**src/rtl/fdiv_pkg.sv**
```systemverilog
package fdiv_pkg;

    localparam int FIELD_W = 8;
    localparam int DWELL_W = 8;
    localparam int LEN_W   = FIELD_W + 1;

    typedef logic [FIELD_W-1:0] field_t;
    typedef logic [DWELL_W-1:0] dwell_t;
    typedef logic [LEN_W-1:0]   len_t;

    typedef enum logic {
        SEL_FIRST  = 1'b0,
        SEL_SECOND = 1'b1
    } ratio_sel_e;

    // State of the period counter
    typedef struct packed {
        logic run;
        logic hi;
        logic tick;
        len_t len;
        len_t pos;
    } period_st_t;

    // A stored field is the ratio minus one
    function automatic len_t field_to_len(field_t f);
        return len_t'(f) + len_t'(1);
    endfunction

    // Number of high cycles in a period of length l
    function automatic len_t high_span(len_t l);
        return l >> 1;
    endfunction

endpackage

```
**src/rtl/fdiv_period_ctr.sv**
```systemverilog
module fdiv_period_ctr
    import fdiv_pkg::*;
(
    input  logic       clk_i,
    input  logic       rst_i,
    input  logic       go_i,
    input  len_t       len_load_i,
    output logic       at_end_o,
    output period_st_t st_o
);

    period_st_t st_q;

    // A boundary is the last cycle of a period, or any cycle while idle
    assign at_end_o = !st_q.run || (st_q.pos == st_q.len - len_t'(1));

    always_ff @(posedge clk_i) begin
        if (rst_i) begin
            st_q <= '0;
        end else if (at_end_o) begin
            if (go_i) begin
                st_q.run  <= 1'b1;
                st_q.len  <= len_load_i;
                st_q.pos  <= '0;
                st_q.hi   <= (len_load_i > len_t'(1));
                st_q.tick <= 1'b1;
            end else begin
                st_q <= '0;
            end
        end else begin
            st_q.pos  <= st_q.pos + len_t'(1);
            st_q.hi   <= ((st_q.pos + len_t'(1)) < high_span(st_q.len));
            st_q.tick <= 1'b0;
        end
    end

    assign st_o = st_q;

endmodule

```
**src/rtl/fdiv_dwell_seq.sv**
```systemverilog
module fdiv_dwell_seq
    import fdiv_pkg::*;
(
    input  logic       clk_i,
    input  logic       rst_i,
    input  logic       step_i,
    input  logic       fresh_i,
    input  logic       dual_i,
    input  dwell_t     m1_i,
    input  dwell_t     m2_i,
    output ratio_sel_e sel_next_o,
    output ratio_sel_e sel_o,
    output logic       swap_o
);

    ratio_sel_e sel_q;
    dwell_t     dw_q;
    dwell_t     dw_next;
    dwell_t     lim;
    logic       swap_q;

    always_comb begin
        lim = (sel_q == SEL_SECOND) ? m2_i : m1_i;
        if (fresh_i || !dual_i) begin
            sel_next_o = SEL_FIRST;
            dw_next    = '0;
        end else if (dw_q == lim) begin
            sel_next_o = (sel_q == SEL_FIRST) ? SEL_SECOND : SEL_FIRST;
            dw_next    = '0;
        end else begin
            sel_next_o = sel_q;
            dw_next    = dw_q + dwell_t'(1);
        end
    end

    always_ff @(posedge clk_i) begin
        if (rst_i) begin
            sel_q  <= SEL_FIRST;
            dw_q   <= '0;
            swap_q <= 1'b0;
        end else if (step_i) begin
            sel_q  <= sel_next_o;
            dw_q   <= dw_next;
            swap_q <= !fresh_i && (sel_next_o != sel_q);
        end else begin
            swap_q <= 1'b0;
        end
    end

    assign sel_o  = sel_q;
    assign swap_o = swap_q;

endmodule

```
**src/rtl/fdiv_out_gate.sv**
```systemverilog
module fdiv_out_gate (
    input  logic clk_i,
    input  logic en_i,
    input  logic bypass_i,
    input  logic run_i,
    input  logic unity_i,
    input  logic hi_i,
    output logic clk_o
);

    logic div_path;

    // A ratio of one passes the reference; otherwise the registered phase
    assign div_path = run_i & (unity_i ? clk_i : hi_i);
    assign clk_o    = bypass_i ? (clk_i & en_i) : div_path;

endmodule

```
**src/rtl/fdiv_dual_ratio.sv**
```systemverilog
module fdiv_dual_ratio
    import fdiv_pkg::*;
(
    input  logic               clk_i,
    input  logic               rst_i,
    input  logic               en_i,
    input  logic               bypass_i,
    input  logic               dual_i,
    input  logic [FIELD_W-1:0] n1_i,
    input  logic [FIELD_W-1:0] n2_i,
    input  logic [DWELL_W-1:0] m1_i,
    input  logic [DWELL_W-1:0] m2_i,
    output logic               div_clk_o,
    output logic               tick_o,
    output logic               swap_o,
    output logic               sel_o
);

    period_st_t st_w;
    ratio_sel_e sel_next_w;
    ratio_sel_e sel_w;
    len_t       len_load_w;
    logic       at_end_w;
    logic       go_w;
    logic       step_w;
    logic       run_w;
    logic       hi_w;
    len_t       len_w;
    len_t       pos_w;

    assign go_w       = en_i && !bypass_i;
    assign step_w     = at_end_w && go_w;
    assign len_load_w = field_to_len((sel_next_w == SEL_SECOND) ? n2_i : n1_i);

    fdiv_period_ctr u_period (
        .clk_i      (clk_i),
        .rst_i      (rst_i),
        .go_i       (go_w),
        .len_load_i (len_load_w),
        .at_end_o   (at_end_w),
        .st_o       (st_w)
    );

    assign run_w = st_w.run;
    assign hi_w  = st_w.hi;
    assign len_w = st_w.len;
    assign pos_w = st_w.pos;

    fdiv_dwell_seq u_dwell (
        .clk_i      (clk_i),
        .rst_i      (rst_i),
        .step_i     (step_w),
        .fresh_i    (!run_w),
        .dual_i     (dual_i),
        .m1_i       (m1_i),
        .m2_i       (m2_i),
        .sel_next_o (sel_next_w),
        .sel_o      (sel_w),
        .swap_o     (swap_o)
    );

    fdiv_out_gate u_gate (
        .clk_i    (clk_i),
        .en_i     (en_i),
        .bypass_i (bypass_i),
        .run_i    (run_w),
        .unity_i  (len_w == len_t'(1)),
        .hi_i     (hi_w),
        .clk_o    (div_clk_o)
    );

    assign tick_o = st_w.tick;
    assign sel_o  = (sel_w == SEL_SECOND);

endmodule

```
**config.mk**
```make
export PLATFORM = sky130hd
export DESIGN_NAME = fdiv_dual_ratio
export DESIGN_NICKNAME = d
export VERILOG_FILES = /design/src/rtl/fdiv_pkg.sv /design/src/rtl/fdiv_period_ctr.sv /design/src/rtl/fdiv_dwell_seq.sv /design/src/rtl/fdiv_out_gate.sv /design/src/rtl/fdiv_dual_ratio.sv
export SDC_FILE = /design/constraint.sdc
export NUM_CORES = 1
export LEC_CHECK = 0
export CAP_MARGIN = 20
export CORE_ASPECT_RATIO = 1.25
export CORE_UTILIZATION = 46
export CTS_CLUSTER_DIAMETER = 40
export DETAILED_ROUTE_END_ITERATION = 8
export PLACE_DENSITY = 0.71
export RECOVER_POWER = 50
export SYNTH_ARGS = -nofsm -noshare
export SYNTH_HDL_FRONTEND = slang
export SYNTH_SLANG_ARGS = --single-unit
```
**constraint.sdc**
```tcl
create_clock -name clk_i -period 8 [get_ports clk_i]
set_input_delay 0.8 -clock clk_i [delete_from_list [all_inputs] [get_ports clk_i]]
set_output_delay 0.8 -clock clk_i [all_outputs]
set_load 0.02 [all_outputs]
```
# --- Yosys cells after proc, flatten, opt, wreduce, memory -nomap -nowiden ---
# Index checks and enable logic that the tools add are counted.
totals:
  ff_bits: 31
  in_bits: 37
  output_inout_bits: 4
  wordCells: 44
op_classes:
  addsub: 4
  n_lt_le_gt_ge: 2
  n_eq_ne: 4
  mux: 12
  n_bitwise: 4
  n_reduce_logical: 10
op_table:
  columns: ["operator", "n"]
  rows:
  - ["$mux W8", 4]
  - ["$mux W21", 1]
  - ["$add A8 B1 Y9 const B", 1]
  - ["$add A9 B1 Y9 const B", 1]
  - ["$eq A9 B1 Y1 const B", 1]
  - ["$eq A9 B9 Y1", 1]
  - ["$gt A9 B1 Y1 const B", 1]
  - ["$lt A9 B8 Y1", 1]
  - ["$mux W9", 1]
  - ["$sub A9 B1 Y9 const B", 1]
  - ["$add A8 B1 Y8 const B", 1]
  - ["$eq A8 B8 Y1", 1]
  - ["$mux W1", 5]
  - ["$reduce_or A2 Y1", 2]
  - ["$logic_and A1 B1 Y1", 3]
  - ["$logic_not A1 Y1", 3]
  - ["$and A1 B1 Y1", 2]
  - ["$logic_or A1 B1 Y1", 2]
  - ["$mux W2", 1]
  - ["$not A1 Y1", 2]
  - ["$ne A1 B1 Y1", 1]

# --- Longest topological paths before layout ---
depth:
  word_depth: 9
  ltp_mapped: 17

# --- By module ---
# From an unflattened synthesis, not the netlist that was laid out.
unflattened:
  hier_cells: 275
  area_unflattened_um2: 2441.1
by_module_without_submodules:
  columns: ["mod", "n_inst", "cells_per_inst", "area_per_inst_um2", "seq_area_each_um2"]
  rows:
  - ["fdiv_period_ctr", 1, 155, 1382.6, 420.4]
  - ["fdiv_dwell_seq", 1, 74, 688.2, 200.2]
  - ["fdiv_dual_ratio", 1, 42, 340.3, 0.0]
  - ["fdiv_out_gate", 1, 4, 30.0, 0.0]

==> results.txt <==
----------------------------------------------------
[Worst setup path]
  CP Launch Type ... clock port
  Worst-path maximum fanout ... 2
  Slowest cell delay on critical path ... 0.53 ns
  Data required, critical path ... 7.20 ns
  Data arrival time at the worst-slack endpoint ... just over 5 ns
  Worst R2R Start ... u_dwell.sel_o
  Capturing point of the worst reg2reg path ... u_period.st_o[19]
  Critical Path Sink ... div_clk_o
  Dominant cell type by count on the critical path ... clkbuf_8
  Capturing element type of the critical path ... output port
  Reg2Reg Depth ... 16
  Slowest cell on the critical path ... clkdlybuf4s50_1
  CP Launch Point ... clk_i
  Cell-by-cell listing of the critical path ... clkbuf_8, clkbuf_8, mux2_2, nand2_1, o21ai_0, clkdlybuf4s50_1
  Critical path class ... clk2out
  Reg-to-reg setup timing slack ... 3.47 ns

[Yosys]
  Synthesized-area fraction occupied by xor and xnor cells ... 0.1462
  Adder-cell share of the synthesized area ... 0.06963
  Distinct cell type count of the synthesized netlist ... 53
  Post-synthesis sequential area ratio ... 0.2657
  Post-synthesis sequential element count ... 31
  Top-count cell post-synth ... dfxtp_1
  Synth top area cells ... dfxtp_1, xnor2_1, ha_1
  Syn Std Cell Area ... approximately 2300 µm²
  Dominant cell type by area after synthesis ... dfxtp_1
  Area fraction in and, or, nand and nor cells after synthesis ... 0.2475
  Post-synth ARST share ... 0
  EDFF count, synth ... 0
  Avg Cell Area, Syn ... 8.464 µm²
  Warnings from Yosys ... 0
  Fraction of post-synthesis cell area in the top cell type by area ... 0.2657
  Main combinational cell family by area after synthesis ... simple AND/OR/NAND/NOR gates
  Syn_nets ... 326
  Portion of netlist area occupied by mux cells ... 0.09052
  Most frequent cells after synthesis ... dfxtp_1, nor2_1, xnor2_1, nand3_1, xor2_1
  Fraction of the mapped netlist area in compound gates ... 0.1323
  Post-Synthesis Cells ... 276
  Post-synth top flop ... dfxtp_1

[STA]
  Number of hold violations in the final report ... 0
  Worst setup skew after layout ... between 0.004 and 0.005 ns
  Worst slew margin relative to its limit ... 0.2080
  Max-slew violation count ... 0
  Aggregate negative setup slack ... 0 ns
  RSZ-0062 raised after global routing ... no
  Final setup violation count ... 0
  Worst Tran Pin Value ... 1.176 ns
  Final-layout worst hold slack ... 0.5093 ns

[Placement]
  Final weighted congestion in routability-driven placement ... 0.8561
  Port bufs ... 40
  Half-perimeter wire length after detailed placement ... 4053 µm

[Clock network]
  Clock tree from TritonCTS ... done
  Post-CTS Hold Fix Bufs ... 0
  Post-CTS setup repair buffer count ... 0
  Clk pin slew, worst setup/hold paths ... about 0.070 ns
  Clock latency reported for the late side of the worst-skew pair ... ~0.39 ns
  Post-CTS sizing ... 0

[Power]
  Switching power ... 111.9 µW
  Sw Share ... 0.2460
  Cell internal power dissipation ... 343.1 µW
  Clock share of power ... 0.496
  Power per cell area ... 155.3 nW/µm²
  Gate power share ... 0.148
  Leakage dissipation ... about 1.1 nW
  Sequential share of power ... 0.356
  Worst supply voltage drop on vdd ... between 0.1 and 0.15 mV

[Die]
  Die Y ... 81.68 µm
  Die Span X ... 65.74 µm
  Core box area ... 4800 µm²
  Boundary Pins ... 41
  Cell row count ... 28
  Initial Utilization ... 0.4867
  Overall die area ... 5369 µm²

[Layout]
  Final-stage net count ... 371
  Area added between synthesis and finish ... 25.44%
  Diodes inserted ... 0
  Layout cells sized above 1 ... 0.09907
  Finished Core Util ... 0.6105

[Detailed routing]
  Via-per-instance ratio ... 5.454
  Total via count in the routed design ... 2089
  Drc violations ... 0
  WL per Instance ... roughly 14 µm
  DRT antenna net count ... 0
  Initial DRC Count ... 43
  Total iterations of the first detailed-routing run ... 4
  Total wire length ... 5246 µm

[GRT]
  Total routing resource utilization after global routing ... 0.2209
  Pin count of the biggest net entering global routing ... 16
  First-pass GRT wire length ... 8763 µm
  Via count of the first global-routing pass ... 2031
  Sum of overflow across all layers after global routing ... 0
  Initial antenna violation count ... 0

[Outcome]
  Status ... finished clean

[Worst hold path]
  Type of the most critical hold path ... reg2reg

[Flow run]
  Max Cap Violations ... 0

----------------------------------------------------
==> final cells by class <==
cell class | instances | area [µm²]
multi-input cells | 223 | 1589
clock inverters | 2 | 35.03
well taps | 60 | 75.07
fillers | 453 | 1869
clock buffers | 12 | 151.4
inverters | 15 | 61.31
repair buffers | 40 | 397.9
flip-flops and latches | 31 | 620.6
==> sequential cells by signal, indices dropped and copies added, names as in the netlist <==
name and count:
u_period.st_o 21, u_dwell.sel_o 1, u_dwell.dw_q 8, u_dwell.swap_o 1
==> placed cells by master (no fill, tap or decap), drive strengths merged, types with 2 or more instances in the layout <==
cell / count
clkdlybuf4s50: 35
dfxtp: 31
xnor2: 23
nor2: 23
nand3: 20
xor2: 16
nand2: 15
mux2i: 14
inv: 14
ha: 13
clkbuf: 11
and3: 10
o21ai: 10
and2: 10
a21oi: 8
o22ai: 7
mux2: 6
nand4: 5
a31oi: 5
nor3: 5
dlygate4sd3: 5
nor4: 4
nor2b: 3
or2: 3
and4: 3
o21bai: 2
o21a: 2
or4: 2
clkinv: 2
==> layer usage <==
layer / vias to the layer above / global-route usage / part of all wire
li1: 1073 / - / -
met2: 50 / 0.3847 / 0.49
met5: - / 0.01042 / 0
met3: 12 / 0.09028 / 0.064
met1: 954 / 0.2262 / 0.42
met4: 0 / 0.1065 / 0.023
==> power by group through the flow <==
stage          Sequential [mW]  Combinational, mW  Clock (mW)
2_1_floorplan            0.164             0.0406     0.00425
3_3_place_gp             0.166             0.0674     0.00705
3_5_place_dp             0.166             0.0683     0.00705
4_1_cts                  0.162             0.0687       0.230
5_1_grt                  0.162             0.0742       0.241
6_report                 0.162             0.0673       0.226
==> critical path, delay by kind of cell <==
| kind | cells | cell delay, ns |
|---|---|---|
| compound gates | 1 | 0.07 |
| simple gates | 1 | 0.08 |
| mux | 1 | 0.26 |
| buf+inv | 3 | 0.77 |
==> stage by stage <==
step	instance area (µm²)	setup slack, ns	power, mW	cells
after floorplan	2336	2.695	0.2093	276
after global placement	2760	2.319	0.2401	369
after detailed placement	2760	2.319	0.2411	369
after CTS	2937	2.001	0.4608	382
after global routing	2930	1.962	0.4773	383
final	2930	2.021	0.4550	383
==> how the worst min path moves through the flow <==
stage / startpoint / to / cells after the start
after global placement: u_dwell.dw_q[1] / u_dwell.dw_q[1] / 2
after floorplan: u_period.st_o[0] / u_period.st_o[0] / 1
after CTS: u_dwell.dw_q[1] / u_dwell.dw_q[1] / 2
final: u_dwell.dw_q[1] / u_dwell.dw_q[1] / 2
after detailed placement: u_dwell.dw_q[1] / u_dwell.dw_q[1] / 2
after global routing: u_period.st_o[0] / u_period.st_o[0] / 1
==> kinds of logic (layout without fill, tap and decap cells) <==
kind of cell | Yosys count | count (layout)
and+or+nand+nor | 106 | 106
muxes | 20 | 20
xor gates and xnor gates | 39 | 39
AOI/OAI and AO/OA | 45 | 45
buffers and inverters | 22 | 69
adders and majority gates | 13 | 13
DFF | 31 | 31
Power figures use the tool's default switching activity.
